[src/rtl/sdram_wb_pkg.sv]
// Shared types for the write-back burst sequencer.
// Assumes active-low command pins in the order cs_n, ras_n, cas_n, we_n.
package sdram_wb_pkg;

    localparam int BURST_LEN = 4;
    localparam int BEAT_W    = 2;
    localparam int AP_BIT    = 10;

    typedef enum logic [2:0] {
        PH_IDLE = 3'd0,
        PH_ACT  = 3'd1,
        PH_WR   = 3'd2,
        PH_RWL  = 3'd3,
        PH_PC   = 3'd4
    } phase_e;

    typedef struct packed {
        logic cs_n;
        logic ras_n;
        logic cas_n;
        logic we_n;
    } sd_cmd_t;

    localparam sd_cmd_t CMD_NOP = 4'b0111;
    localparam sd_cmd_t CMD_ACT = 4'b0011;
    localparam sd_cmd_t CMD_WR  = 4'b0100;

endpackage

[src/rtl/wb_burst_fsm.sv]
// Phase controller for one write-back burst.
// Walks idle -> activate -> four write beats -> write-recovery wait ->
// precharge wait -> idle. A start is honoured only in idle. The wait
// lengths are taken from inputs that the parent holds stable while busy.
module wb_burst_fsm
    import sdram_wb_pkg::*;
#(
    parameter int TPC_W = 2
) (
    input  logic                clk,
    input  logic                rst_n,
    input  logic                start_i,
    input  logic                rwl_long_i,
    input  logic [TPC_W-1:0]    pc_wait_i,
    output logic                accept_o,
    output phase_e              phase_o,
    output logic [BEAT_W-1:0]   beat_o,
    output logic                busy_o,
    output logic                done_o
);

    localparam int WCNT_W = (TPC_W > 1) ? TPC_W : 1;
    localparam logic [BEAT_W-1:0] LAST_BEAT = BEAT_W'(BURST_LEN - 1);

    phase_e              phase_q, phase_d;
    logic [BEAT_W-1:0]   beat_q, beat_d;
    logic [WCNT_W-1:0]   wcnt_q, wcnt_d;
    logic                done_q, done_d;

    assign accept_o = (phase_q == PH_IDLE) && start_i;

    // Next-phase, beat and wait-counter selection.
    always_comb begin
        phase_d = phase_q;
        beat_d  = beat_q;
        wcnt_d  = wcnt_q;
        done_d  = 1'b0;
        case (phase_q)
            PH_IDLE: begin
                if (start_i) begin
                    phase_d = PH_ACT;
                end
            end
            PH_ACT: begin
                phase_d = PH_WR;
                beat_d  = '0;
            end
            PH_WR: begin
                if (beat_q == LAST_BEAT) begin
                    phase_d = PH_RWL;
                    beat_d  = '0;
                    wcnt_d  = rwl_long_i ? WCNT_W'(1) : '0;
                end else begin
                    beat_d = beat_q + 1'b1;
                end
            end
            PH_RWL: begin
                if (wcnt_q == '0) begin
                    phase_d = PH_PC;
                    wcnt_d  = WCNT_W'(pc_wait_i);
                end else begin
                    wcnt_d = wcnt_q - 1'b1;
                end
            end
            PH_PC: begin
                if (wcnt_q == '0) begin
                    phase_d = PH_IDLE;
                    done_d  = 1'b1;
                end else begin
                    wcnt_d = wcnt_q - 1'b1;
                end
            end
            default: begin
                phase_d = PH_IDLE;
                beat_d  = '0;
                wcnt_d  = '0;
            end
        endcase
    end

    // State registers with synchronous reset.
    always_ff @(posedge clk) begin
        if (!rst_n) begin
            phase_q <= PH_IDLE;
            beat_q  <= '0;
            wcnt_q  <= '0;
            done_q  <= 1'b0;
        end else begin
            phase_q <= phase_d;
            beat_q  <= beat_d;
            wcnt_q  <= wcnt_d;
            done_q  <= done_d;
        end
    end

    assign phase_o = phase_q;
    assign beat_o  = beat_q;
    assign busy_o  = (phase_q != PH_IDLE);
    assign done_o  = done_q;

    AST_LAST_BEAT_TO_RECOVERY: assert property (@(posedge clk) disable iff (!rst_n)
        (phase_q == PH_WR && beat_q == LAST_BEAT) |=> (phase_q == PH_RWL)) else $error("last beat must enter recovery");
    AST_NO_RESTART_WHILE_BUSY: assert property (@(posedge clk) disable iff (!rst_n)
        (phase_q != PH_IDLE) |=> (phase_q != PH_ACT)) else $error("activate while busy");
    AST_DONE_SINGLE_CYCLE: assert property (@(posedge clk) disable iff (!rst_n)
        done_q |=> !done_q) else $error("done longer than one cycle");
    AST_DONE_ONLY_IN_IDLE: assert property (@(posedge clk) disable iff (!rst_n)
        done_q |-> (phase_q == PH_IDLE)) else $error("done while busy");

endmodule

[src/rtl/wb_cmd_encode.sv]
// Pin encoder for the write-back burst.
// Turns the current phase and beat into command pins, bank, address and
// data. Assumes COL_W <= 10 and ADDR_W > 10 so the column field and the
// auto-precharge bit do not overlap. Purely combinational.
module wb_cmd_encode
    import sdram_wb_pkg::*;
#(
    parameter int BANK_W = 2,
    parameter int ADDR_W = 13,
    parameter int COL_W  = 9,
    parameter int DATA_W = 32
) (
    input  phase_e                          phase_i,
    input  logic [BEAT_W-1:0]               beat_i,
    input  logic [BANK_W-1:0]               bank_i,
    input  logic [ADDR_W-1:0]               row_i,
    input  logic [COL_W-1:0]                col_i,
    input  logic [BURST_LEN*DATA_W-1:0]     wdata_i,
    output sd_cmd_t                         cmd_o,
    output logic [BANK_W-1:0]               ba_o,
    output logic [ADDR_W-1:0]               addr_o,
    output logic [DATA_W-1:0]               dq_o,
    output logic                            dq_oe_o
);

    localparam logic [BEAT_W-1:0] LAST_BEAT = BEAT_W'(BURST_LEN - 1);

    logic [DATA_W-1:0] word [BURST_LEN];
    logic [COL_W-1:0]  col_now;

    // Split the packed data into one word per beat.
    for (genvar k = 0; k < BURST_LEN; k++) begin : g_word
        assign word[k] = wdata_i[k*DATA_W +: DATA_W];
    end

    assign col_now = col_i + COL_W'(beat_i);

    // Command, address and data selection per phase.
    always_comb begin
        cmd_o   = CMD_NOP;
        ba_o    = bank_i;
        addr_o  = '0;
        dq_o    = '0;
        dq_oe_o = 1'b0;
        case (phase_i)
            PH_ACT: begin
                cmd_o  = CMD_ACT;
                addr_o = row_i;
            end
            PH_WR: begin
                cmd_o                  = CMD_WR;
                addr_o[COL_W-1:0]      = col_now;
                addr_o[AP_BIT]         = (beat_i == LAST_BEAT);
                dq_o                   = word[beat_i];
                dq_oe_o                = 1'b1;
            end
            default: begin
                cmd_o = CMD_NOP;
            end
        endcase
    end

endmodule

[src/rtl/sdram_wb_burst_seq.sv]
// Top of the write-back burst sequencer.
// Captures the request and configuration on acceptance, runs the phase
// controller and drives the SDRAM pins through the encoder. Assumes the
// caller keeps start_i to one cycle; extra starts while busy are dropped.
module sdram_wb_burst_seq
    import sdram_wb_pkg::*;
#(
    parameter int BANK_W = 2,
    parameter int ADDR_W = 13,
    parameter int COL_W  = 9,
    parameter int DATA_W = 32,
    parameter int TPC_W  = 2
) (
    input  logic                        clk,
    input  logic                        rst_n,
    input  logic                        start_i,
    input  logic [BANK_W-1:0]           bank_i,
    input  logic [ADDR_W-1:0]           row_i,
    input  logic [COL_W-1:0]            col_i,
    input  logic [4*DATA_W-1:0]         wdata_i,
    input  logic                        rwl_long_i,
    input  logic [TPC_W-1:0]            pc_wait_i,
    output logic                        sd_cs_n_o,
    output logic                        sd_ras_n_o,
    output logic                        sd_cas_n_o,
    output logic                        sd_we_n_o,
    output logic [BANK_W-1:0]           sd_ba_o,
    output logic [ADDR_W-1:0]           sd_addr_o,
    output logic [DATA_W-1:0]           sd_dq_o,
    output logic                        sd_dq_oe_o,
    output logic                        busy_o,
    output logic                        done_o
);

    localparam int DBUS_W = BURST_LEN * DATA_W;

    logic                accept;
    phase_e              phase;
    logic [BEAT_W-1:0]   beat;
    sd_cmd_t             cmd;

    logic [BANK_W-1:0]   bank_q;
    logic [ADDR_W-1:0]   row_q;
    logic [COL_W-1:0]    col_q;
    logic [DBUS_W-1:0]   data_q;
    logic                rwl_long_q;
    logic [TPC_W-1:0]    pc_wait_q;

    // Capture request fields and configuration when a start is accepted.
    always_ff @(posedge clk) begin
        if (!rst_n) begin
            bank_q     <= '0;
            row_q      <= '0;
            col_q      <= '0;
            data_q     <= '0;
            rwl_long_q <= 1'b0;
            pc_wait_q  <= '0;
        end else if (accept) begin
            bank_q     <= bank_i;
            row_q      <= row_i;
            col_q      <= col_i;
            data_q     <= wdata_i;
            rwl_long_q <= rwl_long_i;
            pc_wait_q  <= pc_wait_i;
        end
    end

    wb_burst_fsm #(
        .TPC_W (TPC_W)
    ) u_fsm (
        .clk        (clk),
        .rst_n      (rst_n),
        .start_i    (start_i),
        .rwl_long_i (rwl_long_q),
        .pc_wait_i  (pc_wait_q),
        .accept_o   (accept),
        .phase_o    (phase),
        .beat_o     (beat),
        .busy_o     (busy_o),
        .done_o     (done_o)
    );

    wb_cmd_encode #(
        .BANK_W (BANK_W),
        .ADDR_W (ADDR_W),
        .COL_W  (COL_W),
        .DATA_W (DATA_W)
    ) u_enc (
        .phase_i (phase),
        .beat_i  (beat),
        .bank_i  (bank_q),
        .row_i   (row_q),
        .col_i   (col_q),
        .wdata_i (data_q),
        .cmd_o   (cmd),
        .ba_o    (sd_ba_o),
        .addr_o  (sd_addr_o),
        .dq_o    (sd_dq_o),
        .dq_oe_o (sd_dq_oe_o)
    );

    assign sd_cs_n_o  = cmd.cs_n;
    assign sd_ras_n_o = cmd.ras_n;
    assign sd_cas_n_o = cmd.cas_n;
    assign sd_we_n_o  = cmd.we_n;

    AST_ACT_AFTER_ACCEPT: assert property (@(posedge clk) disable iff (!rst_n)
        (start_i && !busy_o) |=> (cmd == CMD_ACT && busy_o)) else $error("no activate after start");
    AST_WRITE_AFTER_ACT: assert property (@(posedge clk) disable iff (!rst_n)
        (cmd == CMD_ACT) |=> (cmd == CMD_WR && !sd_addr_o[AP_BIT])) else $error("activate not followed by plain write");
    AST_AP_WRITE_THEN_NOP: assert property (@(posedge clk) disable iff (!rst_n)
        (cmd == CMD_WR && sd_addr_o[AP_BIT]) |=> (cmd == CMD_NOP && busy_o)) else $error("command after auto-precharge write");
    AST_OE_ONLY_ON_WRITE: assert property (@(posedge clk) disable iff (!rst_n)
        sd_dq_oe_o |-> (cmd == CMD_WR)) else $error("data driven without write");
    AST_DONE_FREES_BANK: assert property (@(posedge clk) disable iff (!rst_n)
        done_o |-> (!busy_o && $past(busy_o))) else $error("done without preceding busy");
    AST_IDLE_IS_NOP: assert property (@(posedge clk) disable iff (!rst_n)
        !busy_o |-> (cmd == CMD_NOP && !sd_dq_oe_o)) else $error("pins active while idle");

endmodule

[config.mk]
export PLATFORM = sky130hd
export DESIGN_NAME = sdram_wb_burst_seq
export DESIGN_NICKNAME = d
export VERILOG_FILES = /design/src/rtl/sdram_wb_pkg.sv /design/src/rtl/wb_burst_fsm.sv /design/src/rtl/wb_cmd_encode.sv /design/src/rtl/sdram_wb_burst_seq.sv
export SDC_FILE = /design/constraint.sdc
export NUM_CORES = 1
export LEC_CHECK = 0
export ABC_AREA = 1
export BUFFER_PORTS_ARGS = -buffer_cell sky130_fd_sc_hd__clkbuf_2
export CORE_MARGIN = 10
export CORE_UTILIZATION = 35
export DETAILED_ROUTE_END_ITERATION = 10
export GPL_TIMING_DRIVEN = 0
export HOLD_SLACK_MARGIN = 0.1
export PLACE_DENSITY = 0.67
export SKIP_LAST_GASP = 1
export SLEW_MARGIN = 10
export SYNTH_ARGS = -nofsm -noshare
export SYNTH_HDL_FRONTEND = slang
export SYNTH_SLANG_ARGS = --single-unit
[constraint.sdc]
create_clock -name clk -period 2.25 [get_ports clk]
set_input_delay 0 -clock clk [delete_from_list [all_inputs] [get_ports clk]]
set_output_delay 0 -clock clk [all_outputs]
set_load 0.01 [all_outputs]
* Word-level counts from Yosys, hierarchy flattened
Cells that the tools add are included.
** Storage, ports and cells
- Register bits after elaboration :: 163
- Input port bits :: 158
- Output and inout bits :: 54
- Word-level logic and storage cells :: 58
** Operators by class
- $add $sub $neg :: 3
- $lt $le $gt $ge :: 1
- Equality and inequality tests :: 10
- Multiplexer cells :: 23
- Bitwise gates (word level) :: 2
- Reductions and logical operators :: 9
** Operators with widths (number)
- 32-bit two-way mux :: 3
- 32-bit binary-select mux with 2-bit select :: 1
- 9-bit one-hot mux with 2 select lines :: 1
- 3-bit one-hot mux with 5 select lines :: 1
- 3-bit two-way mux :: 4
- 2-bit two-way mux :: 5
- 9-bit by 2-bit adder with 9-bit output :: 1
- 2-bit one-hot mux with 4 select lines :: 1
- 3-bit by 2-bit equality test with 1-bit output, second input constant :: 2
- 2-bit by 1-bit inequality test with 1-bit output, second input constant :: 3
- 3-bit one-hot mux with 2 select lines :: 1
- 1-bit two-way mux :: 4
- 2-bit inequality test, second input constant :: 2
- 2-bit one-hot mux with 2 select lines :: 1
- 4-bit AND reduction :: 1
- 3-bit by 1-bit equality test with 1-bit output, second input constant :: 1
- 3-bit equality test, second input constant :: 1
- 3-bit >= comparator, second input constant :: 1
- 3-bit zero test :: 1
- 2-bit inverter with 3-bit output :: 1
- 3-bit AND reduction :: 1
- 3-bit nonzero test :: 1
- 3-bit OR reduction :: 1
- 2-bit by 1-bit adder with 2-bit output, second input constant :: 1
- 8 further kinds :: 8

* Logic depth before layout (Yosys ltp)
- Depth after elaboration :: 5
- Gate-level depth with buffers :: 11
- Depth with buffers taken out :: 10

* Cells and area by module
Synthesis repeated with hierarchy kept, for this count alone.
** Second synthesis, totals
- Cells, all modules :: 1400
- Area, all modules :: 8404.3 um^2
** Modules (own cells, without submodules)
- sdram_wb_burst_seq :: times used 1, cells an instance 981, area an instance 6359.8 um^2, seq. area each 3103.0 um^2
- wb_cmd_encode :: times used 1, cells an instance 338, area an instance 1530.2 um^2, seq. area each 0.0 um^2
- wb_burst_fsm :: times used 1, cells an instance 81, area an instance 514.2 um^2, seq. area each 160.2 um^2

* Worst setup path after synthesis
OpenSTA, ideal clock, no wires.
- Path type :: register to output
- From :: reg u_fsm.beat_q[1], in the netlist u_fsm.beat_o[1]
- To :: out sd_addr_o[8]
- Arrival :: 1822 ps
- Setup slack :: 428 ps
- Stages on the path, launching flop included :: 12
- Path buffers :: 2
- Path through :: dfxtp_1 -> buf_2 -> inv_1 -> buf_2 -> fa_1 -> inv_1 -> nand2_1 -> nor2_1 -> nand2_1 -> o21ai_0 -> nand3_1 -> nand2_1
** On the way
- Longest elaborated chain between the ends :: 2
** Ends and longest elaborated chain
- start: declaration :: RTL line wb_burst_fsm.sv:26 : logic [BEAT_W-1:0] beat_q, beat_d;
- start signal: assignment :: RTL line wb_burst_fsm.sv:90 : beat_q <= beat_d;
- 9-bit by 2-bit adder with 9-bit output :: RTL line wb_cmd_encode.sv:36 : assign col_now = col_i + COL_W'(beat_i);
- 9-bit one-hot mux with 2 select lines :: RTL line wb_cmd_encode.sv:45 : case (phase_i)
- end: declaration :: RTL line sdram_wb_burst_seq.sv:28 : output logic [ADDR_W-1:0] sd_addr_o,
Every way passes these cells.

* Worst setup path in the final report
Same ends and word-level chain as after synthesis.

==> flow_metrics.tcl <==
set metrics [dict create \
    p_int_mw 7.265 \
    first_pass_iters 5 \
    hold_path.class "in -> reg" \
    synth_cells 996 \
    dpl.hpwl_um 20310 \
    critPathKind "reg -> out" \
    path_max_fanout 6 \
    cellPowerDensity_nw_per_um2 1013 \
    drc 0 \
    hold_depth 7 \
    maxCapViolCount 0 \
    root_buffer "clkbuf_16" \
    finalSetupViolCount 0 \
    place_congestion 0.8971 \
    fp.dieH_um 164.7 \
    rsz0062_at_grt "true" \
    hold_viol 0 \
    ant_nets 0 \
    grt_pass1_vias 8511 \
    portBuffers 209 \
    grt_max_degree 17 \
    antenna_found_initial 5 \
    dr_wl_met2_um 14100 \
    path_cells "buf_6 -> inv_2 -> buf_8 -> fa_2 -> inv_1 -> nand2_2 -> nor2_4 -> nand2_2 -> o21ai_1 -> nand3_1 -> nand2_1 -> buf_6" \
    swShare_pct 36.34 \
    synthArstFlopShare_pct 0 \
    numCtsBuffers 17 \
    min_period_over_period_pct 96.57 \
    fin_skew_ns 0.008458 \
    max_freq_ghz 0.4602 \
    num-nets-final 1574 \
    grtUsageTotal_pct 20.69 \
    synth-main-ff-cell "dfxtp_1" \
    r2r_cells 7 \
    cts_tree "built" \
    peakVddDrop_mv 0.5394 \
    seqPwrFrac_pct 35.3 \
    p_leak_nw 4.805 \
    yosys_warnings 0 \
    power_frac_clock_pct 27.6 \
    overflow 0 \
    clock_sinks 163 \
    htree_levels 4 \
    fin_setup_tns_ns 0 \
    clk_latency_ns 0.42 \
    synth_edf_count 0 \
    postLayoutCoreUtil_pct 55.14 \
    ys_seq_area_share_pct 44.52 \
    vias 8297 \
    synth-seq-cells 163 \
    cp.required_ns 2.25 \
    drive_gt1_share_pct 21.91 \
    post_drt_wl_per_cell_um 16.78 \
    grt_first_pass_wirelength_um 44470 \
    highest_layer "met5" \
    combPwrFrac_pct 37.0 \
    syn_nets 1159 \
    dp_slack_ns -0.04656 \
    cts_buffer_depth 2 \
    dieWidth_um 164.7 \
    drt-met1-wl_um 11540 \
    clk_pin_slew_ns 0.07 \
    start_util_pct 35.88 \
    routed_wl_um 28510 \
    fillCellCount 1884 \
    crit_path_top_delay_cell "fa_2" \
    period_needed_ns 2.173 \
    synth_area_um2 7330 \
    drt_first_iter_violations 443 \
    crit_arrival_ns 2.17 \
    crit_path_start_kind "register" \
    met3_length_um 2005 \
    rows 52 \
    crit_path_end_kind "primary output" \
    dieArea_um2 27130 \
    whs_ns 0.1183 \
    area_growth_pct 53.70 \
    relSlewSlack_pct 52.79 \
    p_sw_mw 4.146 \
    coreArea_um2 20430 \
    synthDistinctLibCells 27 \
    fin_ws_ns 0.07712 \
    maxSlewViolCount 0 \
    status "finished, final reports clean" \
    tightest_slew_ns 0.7081 \
    viasPerCell 4.883 \
    slowest_delay_ns 0.38 \
    syn_area_per_cell_um2 7.359 \
    ios 212 \
]
==> power by group through the flow <==
stage          logic [mW]  registers [mW]  clock network, mW
3_3_place_gp         3.80            4.06                  0
6_report             4.22            4.03               3.15
5_1_grt              4.71            4.12               3.31
4_1_cts              4.18            4.02               3.20
3_5_place_dp         3.85            4.08                  0
2_1_floorplan        2.62            4.00                  0
==> flip-flops by register name, summed over array words and instances, names as in the netlist <==
signal         count
data_q           128
row_q             13
col_q              9
u_fsm.phase_o      3
bank_q             2
pc_wait_q          2
u_fsm.beat_o       2
u_fsm.wcnt_q       2
rwl_long_q         1
u_fsm.done_o       1
==> per-layer routing <==
metal	up-vias	GRT usage [%]
li1	4149	-
met1	3793	24.08
met2	286	34.81
met3	67	5.800
met4	2	9.018
met5	-	0
==> cells in the final DEF (no fill, tap or decap), types with 2 or more instances in the layout <==
cell type      netlist  layout
a21oi_1            258     258
buf_1                4       4
buf_2               26      24
buf_4                3       9
buf_6               19      21
bufinv_16            0       4
clkbuf_1            27      24
clkbuf_16            0      17
clkbuf_2             1     213
clkbuf_8             0       2
clkinv_2             0       2
clkinv_4             0       2
clkinvlp_4           0       3
dfxtp_1            163     161
diode_2              0       5
dlygate4sd3_1        0     181
ha_1                 4       4
inv_1              172     171
inv_2                1       2
nand2_1             44      42
nand2_2              0       2
nand3_1             19      19
nor2_1              13      12
nor2_2               2       2
o21ai_0             80      79
o21ai_1            147     148
o22ai_1              4       4
==> worst paths after layout <==
path              slack (ns)                             to                          start
setup / recovery        0.08                   sd_addr_o[8]   u_fsm.beat_o[1]$_SDFFE_PN0N_
hold reg to reg         0.44       data_q[109]$_SDFFE_PN0P_       data_q[109]$_SDFFE_PN0P_
hold / removal          0.12  u_fsm.phase_o[0]$_SDFFE_PN0P_                        start_i
setup reg to reg        0.32        data_q[91]$_SDFFE_PN0P_  u_fsm.phase_o[0]$_SDFFE_PN0P_
==> cell usage after synthesis, types with 2 or more instances <==
cell type  number  area, µm²
a21oi_1       258       1291
buf_1           4      15.01
buf_2          26      130.1
buf_4           3      22.52
buf_6          19      214.0
clkbuf_1       27      101.4
dfxtp_1       163       3263
ha_1            4      50.05
inv_1         172      645.6
nand2_1        44      165.2
nand3_1        19      95.09
nor2_1         13      48.80
nor2_2          2      12.51
o21ai_0        80      400.4
o21ai_1       147      735.7
o22ai_1         4      25.02
==> worst max-delay path: cells and delay by family (launching register included) <==
family | cells | cell delay (ns)
AOI/OAI and AO/OA | 1 | 0.12
and+or+nand+nor | 5 | 0.46
DFF | 1 | 0.33
adders and majority gates | 1 | 0.38
buffers and inverters | 5 | 0.45
==> cell type report <==
| type | count | area (µm²) | share of cell area, % |
|---|---|---|---|
| Clock buffer | 20 | 456.7 | 4.054 |
| Multi-Input combinational cell | 578 | 2920 | 25.92 |
| Sequential cell | 163 | 3268 | 29.01 |
| Antenna cell | 5 | 12.51 | 0.1111 |
| Buffer | 81 | 529.3 | 4.698 |
| Inverter | 174 | 653.1 | 5.797 |
| Timing Repair Buffer | 396 | 2909 | 25.82 |
| Tap cell | 270 | 337.8 | 2.999 |
| Clock inverter | 12 | 178.9 | 1.588 |
==> cell families (layout without fill, tap and decap cells) <==
logic type	Yosys count	count (layout)	share of synthesized area, %
AOI/OAI and AO/OA	490	490	33.54
adders and majority gates	5	5	0.9560
buffers and inverters	255	683	15.84
DFF	163	163	44.52
other	1	6	0.05116
and+or+nand+nor	82	82	5.087
==> per-stage QoR <==
stage | power, mW | cell area, µm² | instances
after floorplan | 6.617 | 7330 | 996
after global placement | 7.855 | 8713 | 1475
after detailed placement | 7.926 | 8713 | 1475
after CTS | 11.40 | 11200 | 1690
after global routing | 12.14 | 11260 | 1698
final | 11.41 | 11270 | 1699
==> timing repair <==
action / in CTS / in global routing
setup buffers: 2 / 4
hold buffers: 181 / 0
endpoints found under the setup margin: 15 / 17
gates resized for setup: 13 / 11
endpoints found under the hold margin: 156 / 0
pin swaps: 1 / 3
(Power assumes the default switching activity.)
